$ cat config.mk
export PLATFORM = sky130hd
export DESIGN_NAME = berc_top
export DESIGN_NICKNAME = d
export VERILOG_FILES = /design/src/rtl/berc_pkg.sv /design/src/rtl/berc_window.sv /design/src/rtl/berc_stretch.sv /design/src/rtl/berc_pm_guard.sv /design/src/rtl/berc_top.sv
export SDC_FILE = /design/constraint.sdc
export NUM_CORES = 1
export LEC_CHECK = 0
export ABC_AREA = 1
export BUFFER_PORTS_ARGS = -buffer_cell sky130_fd_sc_hd__buf_4
export CORE_MARGIN = 3
export CORE_UTILIZATION = 56
export DETAILED_ROUTE_END_ITERATION = 7
export PLACE_DENSITY_LB_ADDON = 0.12
export SLEW_MARGIN = 20
export SYNTH_ARGS = -nofsm -noshare
export SYNTH_HDL_FRONTEND = slang
export SYNTH_SLANG_ARGS = --single-unit
$ cat constraint.sdc
create_clock -name clk -period 1.68 [get_ports clk]
set_input_delay 0 -clock clk [delete_from_list [all_inputs] [get_ports clk]]
set_output_delay 0 -clock clk [all_outputs]
set_load 0.03 [all_outputs]
$ cat src/rtl/berc_pkg.sv
package berc_pkg;

    typedef enum logic [2:0] {
        TGT_MEM   = 3'd0,
        TGT_PCI   = 3'd1,
        TGT_CFG   = 3'd2,
        TGT_IACK  = 3'd3,
        TGT_EADDR = 3'd4
    } tgt_e;

    typedef enum logic [2:0] {
        ST_IDLE,
        ST_MEM_ISSUE,
        ST_MEM_WAIT,
        ST_PCI_ISSUE,
        ST_SEL_WAIT,
        ST_RSP_WAIT,
        ST_END
    } st_e;

    typedef struct packed {
        logic err;        // finish with error acknowledge
        logic ones;       // drive all-ones data
        logic last;       // cycle complete after this termination
        logic clr_int;    // local interrupt acknowledge
        logic clr_sticky; // error address read
    } term_t;

endpackage

$ cat src/rtl/berc_window.sv
module berc_window #(
    parameter int CW = 11
) (
    input  logic          clk,
    input  logic          rst_n,
    input  logic          clr,
    input  logic          en,
    input  logic [CW-1:0] limit,
    output logic          hit
);
    logic [CW-1:0] cnt;

    always_ff @(posedge clk) begin
        if (!rst_n || clr) begin
            cnt <= '0;
        end else if (en && !hit) begin
            cnt <= cnt + 1'b1;
        end
    end

    assign hit = en && (cnt == limit);

endmodule

$ cat src/rtl/berc_stretch.sv
module berc_stretch #(
    parameter int HOLD = 2
) (
    input  logic clk,
    input  logic rst_n,
    input  logic trig,
    output logic flag
);
    localparam int HW = $clog2(HOLD + 1);

    logic [HW-1:0] left;

    always_ff @(posedge clk) begin
        if (!rst_n) begin
            left <= '0;
        end else if (trig) begin
            left <= HW'(HOLD);
        end else if (left != '0) begin
            left <= left - 1'b1;
        end
    end

    assign flag = (left != '0);

    AST_DPE_HOLD: assert property (@(posedge clk) disable iff (!rst_n)
        $rose(flag) |=> flag);

endmodule

$ cat src/rtl/berc_pm_guard.sv
module berc_pm_guard (
    input  logic clk,
    input  logic rst_n,
    input  logic par_err,
    input  logic req,
    input  logic clr,
    output logic tabort
);
    logic sticky;

    always_ff @(posedge clk) begin
        if (!rst_n) begin
            sticky <= 1'b0;
            tabort <= 1'b0;
        end else begin
            if (par_err) begin
                sticky <= 1'b1;
            end else if (clr) begin
                sticky <= 1'b0;
            end
            tabort <= req && sticky;
        end
    end

    AST_ABORT_CAUSE: assert property (@(posedge clk) disable iff (!rst_n)
        tabort |-> $past(req));

endmodule

$ cat src/rtl/berc_top.sv
module berc_top
    import berc_pkg::*;
#(
    parameter int DEVSEL_CLKS = 7,
    parameter int TMO_CLKS    = 1980,
    parameter int BURST_BEATS = 4,
    parameter int DPE_HOLD    = 2
) (
    input  logic       clk,
    input  logic       rst_n,
    input  logic       mask_err,
    input  logic       cpu_req,
    input  logic [2:0] cpu_tgt,
    input  logic       cpu_read,
    input  logic       cpu_burst,
    input  logic       cpu_pio,
    input  logic       cpu_bad_size,
    input  logic       cpu_oor,
    output logic       mem_go,
    input  logic       mem_beat,
    input  logic       mem_par_err,
    input  logic       dpe_in,
    output logic       pci_go,
    input  logic       pci_devsel,
    input  logic       pci_done,
    input  logic       pci_tabort,
    input  logic       pm_req,
    input  logic       pm_par_err,
    input  logic       nmi_req,
    output logic       ta,
    output logic       tea,
    output logic       int_cpu,
    output logic       dpe_flag,
    output logic       ones_sel,
    output logic       pm_tabort
);
    localparam int WMAX = (TMO_CLKS > DEVSEL_CLKS) ? TMO_CLKS : DEVSEL_CLKS;
    localparam int CW   = $clog2(WMAX + 1);
    localparam int BW   = (BURST_BEATS > 1) ? $clog2(BURST_BEATS) : 1;

    st_e           state, st_n;
    term_t         term_q, term_n;
    tgt_e          c_tgt;
    logic          c_read;
    logic          c_burst;
    logic [BW-1:0] beat_q;
    logic          int_pend;
    logic          win_clr, win_en, win_hit;
    logic [CW-1:0] win_lim;
    logic          dpe_hit, late_dpe;

    // Error acknowledge survives the mask only on programmed-I/O cycles.
    function automatic logic err_kept(input logic pio, input logic mask);
        return pio || !mask;
    endfunction

    // ---------------- next state ----------------
    always_comb begin
        st_n   = state;
        term_n = term_q;
        unique case (state)
            ST_IDLE: begin
                if (cpu_req) begin
                    term_n      = '0;
                    term_n.last = 1'b1;
                    if (cpu_pio || cpu_bad_size) begin
                        st_n       = ST_END;
                        term_n.err = err_kept(cpu_pio, mask_err);
                    end else begin
                        unique case (tgt_e'(cpu_tgt))
                            TGT_MEM: begin
                                if (cpu_oor) begin
                                    st_n        = ST_END;
                                    term_n.ones = cpu_read;
                                end else begin
                                    st_n = ST_MEM_ISSUE;
                                end
                            end
                            TGT_PCI, TGT_CFG: st_n = ST_PCI_ISSUE;
                            TGT_IACK: begin
                                if (int_pend) begin
                                    st_n           = ST_END;
                                    term_n.err     = err_kept(1'b0, mask_err);
                                    term_n.ones    = 1'b1;
                                    term_n.clr_int = 1'b1;
                                end else begin
                                    st_n = ST_PCI_ISSUE;
                                end
                            end
                            TGT_EADDR: begin
                                st_n              = ST_END;
                                term_n.clr_sticky = 1'b1;
                            end
                            default: begin
                                st_n       = ST_END;
                                term_n.err = err_kept(1'b0, mask_err);
                            end
                        endcase
                    end
                end
            end
            ST_MEM_ISSUE: st_n = ST_MEM_WAIT;
            ST_MEM_WAIT: begin
                if (mem_beat) begin
                    st_n   = ST_END;
                    term_n = '0;
                    if (mem_par_err || (dpe_in && beat_q == '0)) begin
                        term_n.err  = err_kept(1'b0, mask_err);
                        term_n.last = 1'b1;
                    end else begin
                        term_n.last = !c_burst || (beat_q == BW'(BURST_BEATS - 1));
                    end
                end
            end
            ST_PCI_ISSUE: st_n = ST_SEL_WAIT;
            ST_SEL_WAIT: begin
                if (pci_devsel) begin
                    st_n = ST_RSP_WAIT;
                end else if (win_hit) begin
                    st_n        = ST_END;
                    term_n      = '0;
                    term_n.last = 1'b1;
                    term_n.ones = c_read;
                    term_n.err  = (c_tgt == TGT_CFG) ? 1'b0 : err_kept(1'b0, mask_err);
                end
            end
            ST_RSP_WAIT: begin
                if (pci_done || pci_tabort || win_hit) begin
                    st_n        = ST_END;
                    term_n      = '0;
                    term_n.last = 1'b1;
                    term_n.err  = (pci_done && !pci_tabort) ? 1'b0
                                                            : err_kept(1'b0, mask_err);
                end
            end
            ST_END: st_n = term_q.last ? ST_IDLE : ST_MEM_WAIT;
            default: st_n = ST_IDLE;
        endcase
    end

    // ---------------- state register ----------------
    always_ff @(posedge clk) begin
        if (!rst_n) begin
            state   <= ST_IDLE;
            term_q  <= '0;
            c_tgt   <= TGT_MEM;
            c_read  <= 1'b0;
            c_burst <= 1'b0;
            beat_q  <= '0;
        end else begin
            state  <= st_n;
            term_q <= term_n;
            if (state == ST_IDLE && cpu_req) begin
                c_tgt   <= tgt_e'(cpu_tgt);
                c_read  <= cpu_read;
                c_burst <= cpu_burst;
            end
            if (state == ST_IDLE) begin
                beat_q <= '0;
            end else if (state == ST_END && !term_q.last) begin
                beat_q <= beat_q + 1'b1;
            end
        end
    end

    // ---------------- interrupt request ----------------
    assign dpe_hit  = (state == ST_MEM_WAIT) && mem_beat && dpe_in;
    assign late_dpe = dpe_hit && !mem_par_err && (beat_q != '0);

    always_ff @(posedge clk) begin
        if (!rst_n) begin
            int_pend <= 1'b0;
        end else if (late_dpe || pm_par_err || nmi_req) begin
            int_pend <= 1'b1;
        end else if (state == ST_END && term_q.clr_int) begin
            int_pend <= 1'b0;
        end
    end

    // ---------------- helpers ----------------
    assign win_clr = (state == ST_PCI_ISSUE) || (state == ST_SEL_WAIT && pci_devsel);
    assign win_en  = (state == ST_SEL_WAIT) || (state == ST_RSP_WAIT);
    assign win_lim = (state == ST_SEL_WAIT) ? CW'(DEVSEL_CLKS - 1) : CW'(TMO_CLKS - 1);

    berc_window #(.CW(CW)) u_win (
        .clk   (clk),
        .rst_n (rst_n),
        .clr   (win_clr),
        .en    (win_en),
        .limit (win_lim),
        .hit   (win_hit)
    );

    berc_stretch #(.HOLD(DPE_HOLD)) u_dpe (
        .clk   (clk),
        .rst_n (rst_n),
        .trig  (dpe_hit),
        .flag  (dpe_flag)
    );

    berc_pm_guard u_pm (
        .clk     (clk),
        .rst_n   (rst_n),
        .par_err (pm_par_err),
        .req     (pm_req),
        .clr     (state == ST_END && term_q.clr_sticky),
        .tabort  (pm_tabort)
    );

    // ---------------- outputs ----------------
    always_comb begin
        mem_go   = 1'b0;
        pci_go   = 1'b0;
        ta       = 1'b0;
        tea      = 1'b0;
        ones_sel = 1'b0;
        unique case (state)
            ST_MEM_ISSUE: mem_go = 1'b1;
            ST_PCI_ISSUE: pci_go = 1'b1;
            ST_END: begin
                ta       = !term_q.err;
                tea      = term_q.err;
                ones_sel = term_q.ones;
            end
            default: ;
        endcase
    end

    assign int_cpu = int_pend;

    // ---------------- assertions ----------------
    AST_ACK_EXCL: assert property (@(posedge clk) disable iff (!rst_n)
        !(ta && tea));

    AST_ACK_ONE_CLK: assert property (@(posedge clk) disable iff (!rst_n)
        (ta || tea) |=> !(ta || tea));

    AST_INT_HOLD: assert property (@(posedge clk) disable iff (!rst_n)
        (int_cpu && !ones_sel) |=> int_cpu);

    AST_IACK_LOCAL: assert property (@(posedge clk) disable iff (!rst_n)
        (state == ST_IDLE && cpu_req && cpu_tgt == 3'd3 && int_cpu
         && !cpu_pio && !cpu_bad_size) |=> (!pci_go && ones_sel));

    AST_OOR_NO_GO: assert property (@(posedge clk) disable iff (!rst_n)
        (state == ST_IDLE && cpu_req && cpu_tgt == 3'd0 && cpu_oor) |=> !mem_go);

endmodule

==> Yosys cells after proc, flatten, opt, wreduce, memory -nomap -nowiden <==
Cells that the tools add are included.
{ "word_totals": {"register_bits": 31, "out_inout_bits": 8, "elab_cells": 130} }
{ "op_classes": {"addsub": 3, "eq_ne": 19, "muxes": 43, "n_bitwise": 1, "n_reduce_logical": 48} }
{ "op_table": {"columns": ["cell", "count"], "rows": [
  ["$mux 5", 5],
  ["$mux 3", 8],
  ["$pmux 3 s7", 1],
  ["$pmux 5 s4", 1],
  ["$mux 1", 19],
  ["$eq 3x2->1 const B", 5],
  ["$logic_and 1x1->1", 14],
  ["$eq 3x3->1 const B", 4],
  ["$add 11x1->11 const B", 1],
  ["$eq 11x11->1", 1],
  ["$logic_or 1x1->1", 11],
  ["$mux 11", 1],
  ["$mux 2", 5],
  ["$reduce_bool 2->1", 5],
  ["$pmux 3 s3", 1],
  ["$logic_not 1->1", 8],
  ["$ne 2x2->1 const B", 4],
  ["$eq 3x1->1 const B", 2],
  ["$logic_not 3->1", 2],
  ["$reduce_and 6->1", 1],
  ["$reduce_or 2->1", 3],
  ["$pmux 1 s2", 2],
  ["$reduce_and 4->1", 1],
  ["$reduce_bool 4->1", 1],
  ["8 further kinds", 8]
]} }

==> Logic depth before layout (Yosys ltp) <==
Gate-level depths: netlist of run 1.
{ "logic_depth": {"word_depth": 8, "depth_mapped": 12, "mapped_depth_nobuf": 11} }

==> By module <==
Synthesis of run 1 repeated with hierarchy kept, for this count alone.
{ "unflattened": {"cells_unflattened": 355, "hier_area_um2": 2167.1} }
{ "modules_own_cells": {"columns": ["module", "n_inst", "cells_each", "area_per_inst_um2", "seq_area_each_um2"], "rows": [
  ["berc_top", 1, 206, 1223.7, 320.3],
  ["berc_window", 1, 129, 798.3, 220.2],
  ["berc_stretch", 1, 11, 77.6, 40.0],
  ["berc_pm_guard", 1, 9, 67.6, 40.0]
]} }

==> Least setup slack after synthesis of run 1 <==
OpenSTA, ideal clock, no wires.
{ "synth_timing": {"path_type": "flip-flop to flip-flop", "start": "register state[0]", "end": "register u_win.cnt[10]", "t_arrival_ps": 1407, "required_time_ps": 1558, "path_slack_ps": 151, "stages_incl_launch_ff": 9, "path_buffers": 1, "path_cell_list": "dfxtp_1 > buf_6 > inv_1 > nor2_1 > inv_1 > nor2_1 > nor3_1 > inv_1 > a21oi_1"} }
{ "synth_between": {"elab_chain_len": 6, "word_cells_on_any_way": 12} }
{ "synth_rtl": {"columns": ["element", "line_no", "source"], "rows": [
  ["start: declaration", "berc_top.sv:41", "st_e state, st_n;"],
  ["start signal: assignment", "berc_top.sv:151", "state <= st_n;"],
  ["$eq 3x3->1", "berc_top.sv:181, berc_top.sv:182, berc_top.sv:183", null],
  ["$mux 11", "berc_top.sv:183", "assign win_lim = (state == ST_SEL_WAIT) ? CW'(DEVSEL_CLKS - 1) : CW'(TMO_CLKS - 1);"],
  ["$eq 11x11->1", "berc_window.sv:21", "assign hit = en && (cnt == limit);"],
  ["$logic_and 1x1->1", "berc_window.sv:21", null],
  ["$logic_not 1->1", "berc_window.sv:16", "end else if (en && !hit) begin"],
  ["$logic_and 1x1->1", "berc_window.sv:16", null],
  ["end signal: assignment", "berc_window.sv:17", "cnt <= cnt + 1'b1;"],
  ["end: declaration", "berc_window.sv:11", "logic [CW-1:0] cnt;"]
]} }
Parallel ways exist; a longest one is shown, timed or not.
A chain may end at the register's enable or synchronous reset.

==> Worst setup path after layout of run 1 <==
{ "layout_timing": {"start": "register state[0]", "end": "register u_win.cnt[0]"} }
Same word-level chain as after synthesis.

==> summary.md, run 1 <==
| Metric | Value |
|---|---|
| Power Density | `1220 nW/um^2` |
| Top Ports | `29` |
| Register area share after synthesis | `34.07%` |
| Slew @ Worst Pin | `0.3456 ns` |
| Mapped Area | `1822 sq um` |
| Most frequent cells in the layout | `nand2_1 (65), nor2_1 (42), inv_1 (36)` |
| Drt first pass iters | `4` |
| Die area | `3973 sq um` |
| Skew final | `0.008381 ns` |
| Gpl congestion | `0.9326` |
| Vias | `1,937` |
| Hold Path Class | `input port to register` |
| DRT iter0 DRCs | `136` |
| Synth Instances | `281` |
| WL/cell | `12.46 um` |
| Vias in the first global route | `1,743` |
| Cells on worst reg2reg path | `9` |
| Most common cell after layout, fill and taps aside | `nand2_1` |
| CTS buffer count | `5` |
| Drt total wl | `4699 um` |
| Antenna-violating nets left | `0` |
| Final Total Pwr | `2.838 mW` |
| Tot GR Track Use | `24.60%` |
| Crit path kind | `register to register` |
| Post-route cell area | `2327 sq um` |
| R2R Path Start | `state[0]$_SDFFE_PN0P_` |
| CTS tree | `built` |
| VDD IR max | `938.3 uV` |
| Comb pwr share | `50.0%` |
| Status | `complete, no violations` |
| First-pass GRT wire length | `7748 um` |
| Post-DP HPWL | `3332 um` |
| Share of layout cells above drive strength 1 | `19.52%` |
| Clock power share | `14.9%` |
| Root Driver | `clkbuf_4` |
| CTS H-Tree Depth | `2` |
| Filler cell count | `262` |
| Port Buffer Count | `28` |
| Final min period | `1.595 ns` |
| Max-slew violations | `0` |
| Fin cells | `377` |
| Initial antenna violation count | `0` |
| Core Area | `3078 sq um` |
| Fraction of power spent switching nets | `44.64%` |
| Nets@finish | `356` |
| Vias per cell | `5.138` |
| Max-slew headroom | `76.78%` |
| Clk sinks | `31` |
| Site Rows | `20` |
| Drt drc | `0` |
| Startpoint Class | `register` |
| DP Area | `2074 sq um` |
| Placed insts | `352` |
| Hold wc startpoint | `mem_beat` |
| Internal power | `1.571 mW` |
| Clock Tree Buf Depth | `2` |
| Fin. Hold Viols | `0` |
| Post-Syn Nets | `305` |
| WHS | `0.01957 ns` |
| Hold endpoint | `u_dpe.left[0]$_SDFFE_PP0P_` |
| Die width | `63.04 um` |
| Power share of the sequential group | `35.1%` |
| RR Endpoint | `u_win.cnt[0]$_SDFFE_PP0P_` |
| Worst skew pair latency | `0.34 ns` |
| Largest net degree at the start of global routing | `15` |
| Leakage | `1.028 nW` |
| Starting Density | `59.19%` |
| Required time worst endpoint | `1.90 ns` |
| Diode count | `0` |
| Max Clk Rate | `626.8 MHz` |
| GRT overflow | `0` |
| P&R area growth vs syn | `27.75%` |
| Avg Inst Size Synth | `6.483 sq um` |
| Post-synth cell types | `34` |
| CP Max Fanout | `12` |
| Ys Warns | `0` |
| Clk pin slew, worst setup/hold paths | `0.09 ns` |
| Psw | `1.267 mW` |
| Hold Crit Depth | `4` |
| Crit path DAT | `1.82 ns` |
| Die Y | `63.04 um` |
| Tcrit/Tclk final | `94.96%` |
| Final setup viols | `0` |
| CP Capture Type | `register` |
| Setup TNS | `0 ns` |
| Number of synthesized register bits | `31` |
| Max cap viols | `0` |
| Internal reg-to-reg setup slack | `0.08 ns` |
registers in the layout, indices dropped and copies added, names as in the netlist:
name / flops
term_q: 5
u_win.cnt: 11
state: 3
int_cpu: 1
c_read: 1
u_dpe.left: 2
c_tgt: 3
c_burst: 1
beat_q: 2
u_pm.sticky: 1
u_pm.tabort: 1
worst max-delay path: stages, from the launching register on:
cell and delay, ns:
dfxtp_1 0.37, nor2_4 0.16, nand2_1 0.11, nand3_1 0.11
nand2_1 0.09, nand3_4 0.14, nand2_8 0.10, buf_4 0.16
o21ai_0 0.18, a21oi_1 0.07
area by class of cell:
type	instances	area [sq um]	share of cell area (%)
Clock buffer	7	45.04	1.935
Clock inverter	1	5.005	0.2151
Inverter	41	156.4	6.720
Multi-Input combinational cell	206	1050	45.11
Sequential cell	31	628.1	26.99
Tap cell	44	55.05	2.366
Timing Repair Buffer	47	387.9	16.67
cells in the mapped netlist, drive strengths merged:
cell / count / area [sq um]
nand2: 68 / 265.3
nor2: 45 / 181.4
inv: 41 / 156.4
dfxtp: 31 / 620.6
a21oi: 26 / 130.1
nand3: 22 / 120.1
o21ai: 12 / 63.81
nor3: 8 / 51.30
nor4: 4 / 25.02
xor2: 4 / 35.03
buf: 3 / 27.52
ha: 3 / 37.54
or2: 3 / 18.78
o211ai: 2 / 15.01
xnor2: 2 / 17.52
a211oi: 1 / 7.510
a31oi: 1 / 6.260
nand3b: 1 / 7.510
nand4: 1 / 6.260
o21bai: 1 / 7.510
o22ai: 1 / 12.51
o31a: 1 / 8.760
stage by stage:
step / setup WS, ns / util [%]
finish: 0.08460 / 75.61
global route: -0.02344 / 75.61
global placement: 0.1202 / 67.40
floorplan: 0.1512 / -
CTS: 0.02146 / 73.58
detailed placement: 0.1161 / 67.40
power by group through the flow:
stage / Sequential, mW / Clock (mW) / Combinational [mW]
CTS: 0.987 / 0.427 / 1.32
finish: 0.996 / 0.423 / 1.42
global placement: 0.995 / 0 / 1.27
global route: 1.02 / 0.465 / 1.58
floorplan: 0.975 / 0 / 1.02
detailed placement: 1.00 / 0 / 1.28
cells by family after synthesis:
kind of cell / after synthesis / synth area share, %
AND/OR/NAND/NOR: 152 / 37.09
AO/OA/AOI/OAI: 45 / 13.80
XOR/XNOR: 6 / 2.885
adder cells (fa/ha/maj): 3 / 2.061
buffers and inverters: 44 / 10.10
flip-flops: 31 / 34.07
worst max path at each step:
stage / start / end / slack (ns) / cells after the start
detailed placement: u_win.cnt[4]$_SDFFE_PP0P_ / u_win.cnt[2]$_SDFFE_PP0P_ / 0.12 / 11
global placement: u_win.cnt[4]$_SDFFE_PP0P_ / state[2]$_SDFFE_PN0P_ / 0.12 / 9
finish: state[0]$_SDFFE_PN0P_ / u_win.cnt[0]$_SDFFE_PP0P_ / 0.08 / 9
floorplan: state[0]$_SDFFE_PN0P_ / u_win.cnt[10]$_SDFFE_PP0P_ / 0.15 / 8
CTS: state[0]$_SDFFE_PN0P_ / c_tgt[1]$_SDFFE_PN0P_ / 0.02 / 6
global route: state[0]$_SDFFE_PN0P_ / u_win.cnt[0]$_SDFFE_PP0P_ / -0.02 / 9
layer usage:
metal | GRT usage (%) | share of wire (%)
met1 | 33.56 | 46
met2 | 36.63 | 44
met3 | 6.295 | 7.7
met4 | 10.19 | 2.3
met5 | 0 | 0
repair_timing:
action,4_1_cts,5_1_grt
hold buffers,14,0
endpoints found under the hold margin,17,0
setup endpoints to repair,0,16
gates resized for setup,0,14
buffers inserted,0,3
(Power assumes the default switching activity.)
==> inputs of run 2 (changes only) <==
- BUFFER_PORTS_ARGS: -buffer_cell sky130_fd_sc_hd__buf_4 -> -buffer_cell sky130_fd_sc_hd__buf_2
==> run 2 against run 1 <==
Sequential power fell by 0.7%. Clock skew shrank 0.0021 ns. Clock power down 9.9%. Total power is 3.2% lower. Largest power group unchanged. Highest routed layer unchanged. Critical endpoint is now c_read$_SDFFE_PN0P_. Worst setup slack improved by 0.018 ns. Wire length shrank 3.2%.
==> summary.md, run 2 (synthesized netlist as in run 1, its figures left out) <==
| Metric | Value |
|---|---|
| Startpoint Class | `register` |
| Diode count | `0 (unchanged)` |
| GRT overflow | `0 (unchanged)` |
| Comb pwr share | `50.1% (about the same)` |
| Most common cell after layout, fill and taps aside | `nand2_1` |
| Drt drc | `0 (unchanged)` |
| Max Clk Rate | `634.0 MHz (+1.1%)` |
| Root Driver | `clkbuf_4` |
| Psw | `1.244 mW (-1.8%)` |
| Max reg flops | `11 (unchanged)` |
| Clock Tree Buf Depth | `2 (unchanged)` |
| Nets@finish | `352 (-1.1%)` |
| Tot GR Track Use | `24.40% (-0.20 points)` |
| Worst skew pair latency | `0.33 ns (about the same)` |
| Die width | `63.04 um (unchanged)` |
| Starting Density | `59.19% (unchanged)` |
| Vias in the first global route | `1,762 (+1.1%)` |
| Antenna-violating nets left | `0 (unchanged)` |
| Internal power | `1.503 mW (-4.4%)` |
| Crit path DAT | `1.84 ns (+0.02 ns)` |
| Final Total Pwr | `2.747 mW (-3.2%)` |
| Share of layout cells above drive strength 1 | `19.27% (-0.25 points)` |
| Slowest stage delay, CP | `0.56 ns (+0.19 ns)` |
| Clock power share | `13.9% (-1.0 points)` |
| Fin cells | `371 (-1.6%)` |
| Final setup viols | `0 (unchanged)` |
| VDD IR max | `857.6 uV (-8.6%)` |
| Gpl congestion | `0.9603 (+3.0%)` |
| WL/cell | `12.26 um (-1.6%)` |
| Initial antenna violation count | `0 (unchanged)` |
| Status | `complete, no violations` |
| Tcrit/Tclk final | `93.89% (-1.1 points)` |
| Biggest regs | `u_win.cnt x11, term_q x5` |
| Post-DP HPWL | `3308 um (-0.73%)` |
| Setup TNS | `0 ns (unchanged)` |
| Vias per cell | `5.240 (+2.0%)` |
| Drt first pass iters | `5 (+1)` |
| Power share of the sequential group | `36.0% (+0.9 points)` |
| Fraction of power spent switching nets | `45.29% (+0.65 points)` |
| Placed insts | `354 (+0.57%)` |
| Most frequent cells in the layout | `nand2_1 (65), nor2_1 (42), inv_1 (36)` |
| Slew @ Worst Pin | `0.4517 ns (+0.1061 ns)` |
| Cells on worst reg2reg path | `6 (-3)` |
| Required time worst endpoint | `1.94 ns (+0.04 ns)` |
| Leakage | `0.9859 nW (-4.1%)` |
| Max-slew violations | `0 (unchanged)` |
| DP Area | `2019 sq um (-2.7%)` |
| DRT iter0 DRCs | `153 (+13%)` |
| Crit path kind | `register to register` |
| CTS tree | `built` |
| CTS buffer count | `5 (unchanged)` |
| Power Density | `1241 nW/um^2 (+1.8%)` |
| Post-route cell area | `2213 sq um (-4.9%)` |
| WHS | `0.01156 ns (-0.008008 ns)` |
| Drt total wl | `4549 um (-3.2%)` |
| Die Y | `63.04 um (unchanged)` |
| Die area | `3973 sq um (unchanged)` |
| Core Area | `3078 sq um (unchanged)` |
| Max-slew headroom | `69.57% (-7.2 points)` |
| Biggest register | `u_win.cnt` |
| Clk pin slew, worst setup/hold paths | `0.08 ns (about the same)` |
| Hold Crit Depth | `3 (-1)` |
| P&R area growth vs syn | `21.50%` |
| CP Capture Type | `register` |
| Fin. Hold Viols | `0 (unchanged)` |
| CTS H-Tree Depth | `2 (unchanged)` |
| Largest net degree at the start of global routing | `15 (unchanged)` |
| Skew final | `0.006311 ns (-0.002069 ns)` |
| CP Max Fanout | `5 (-7)` |
| Port Buffer Count | `28 (unchanged)` |
| Clk sinks | `31 (unchanged)` |
| Top Ports | `29 (unchanged)` |
| Site Rows | `20 (unchanged)` |
| Crit path cell chain | `nor2_4, nand2_2, inv_2, nand3_1, dlygate4sd3_1, a21oi_1` |
| Slowest CP cell | `dlygate4sd3_1` |
| Max cap viols | `0 (unchanged)` |
| Filler cell count | `282 (+7.6%)` |
| Final min period | `1.577 ns (-0.01800 ns)` |
| Vias | `1,944 (+0.36%)` |
| First-pass GRT wire length | `7693 um (-0.71%)` |
| Hold Path Class | `input port to register` |
run 2: timing repair:
action                                  4_1_cts  5_1_grt
endpoints found under the setup margin        0       14
setup buffers                                 0        0
gates resized for setup                       0       14
hold buffers                                 11        0
endpoints found under the hold margin         7        0
run 2: worst paths after layout:
path	from	end	slack [ns]
worst min-delay path	cpu_tgt[2]	c_tgt[2]$_SDFFE_PN0P_	0.01
worst min register to register	u_dpe.left[0]$_SDFFE_PP0P_	u_dpe.left[0]$_SDFFE_PP0P_	0.44
worst max register to register	state[0]$_SDFFE_PN0P_	c_read$_SDFFE_PN0P_	0.10
worst max-delay path	state[0]$_SDFFE_PN0P_	c_read$_SDFFE_PN0P_	0.10
run 2: power by group through the flow:
stage | logic (mW) | clock network [mW] | registers, mW
after floorplan | 1.02 | 0 | 0.975
after global placement | 1.24 | 0 | 0.996
after detailed placement | 1.26 | 0 | 0.999
after CTS | 1.29 | 0.395 | 0.981
after global routing | 1.56 | 0.430 | 1.01
final | 1.38 | 0.381 | 0.989
run 2: cell type report:
cell class              instances  area, sq um  share of cell area [%]
flip-flops and latches         31        629.4                   28.43
clock buffers                   6        41.29                   1.865
multi-input cells             206         1051                   47.48
repair buffers                 43        280.3                   12.66
inverters                      41        156.4                   7.066
well taps                      44        55.05                   2.487
run 2: metal layers:
layer  vias up  GRT usage (%)  routed length (um)
li1       1001              -                   -
met1       848          33.78                2122
met5         -              0                   0
met2        81          37.02                1975
met4         0          9.366                  95
met3        14          5.036                 355
run 2: critical path: cells and delay by family (launching register included):
family	cells	cell delay, ns
DFF	1	0.35
buffers and inverters	2	0.67
AOI/OAI and AO/OA	1	0.14
and+or+nand+nor	3	0.35
run 2: through the flow:
stage          util [%]  worst slack (ns)
5_1_grt           71.91         -0.002385
6_report          71.91            0.1026
2_1_floorplan         -            0.1512
3_5_place_dp      65.61            0.1181
4_1_cts           70.53           0.05206
3_3_place_gp      65.61            0.1154
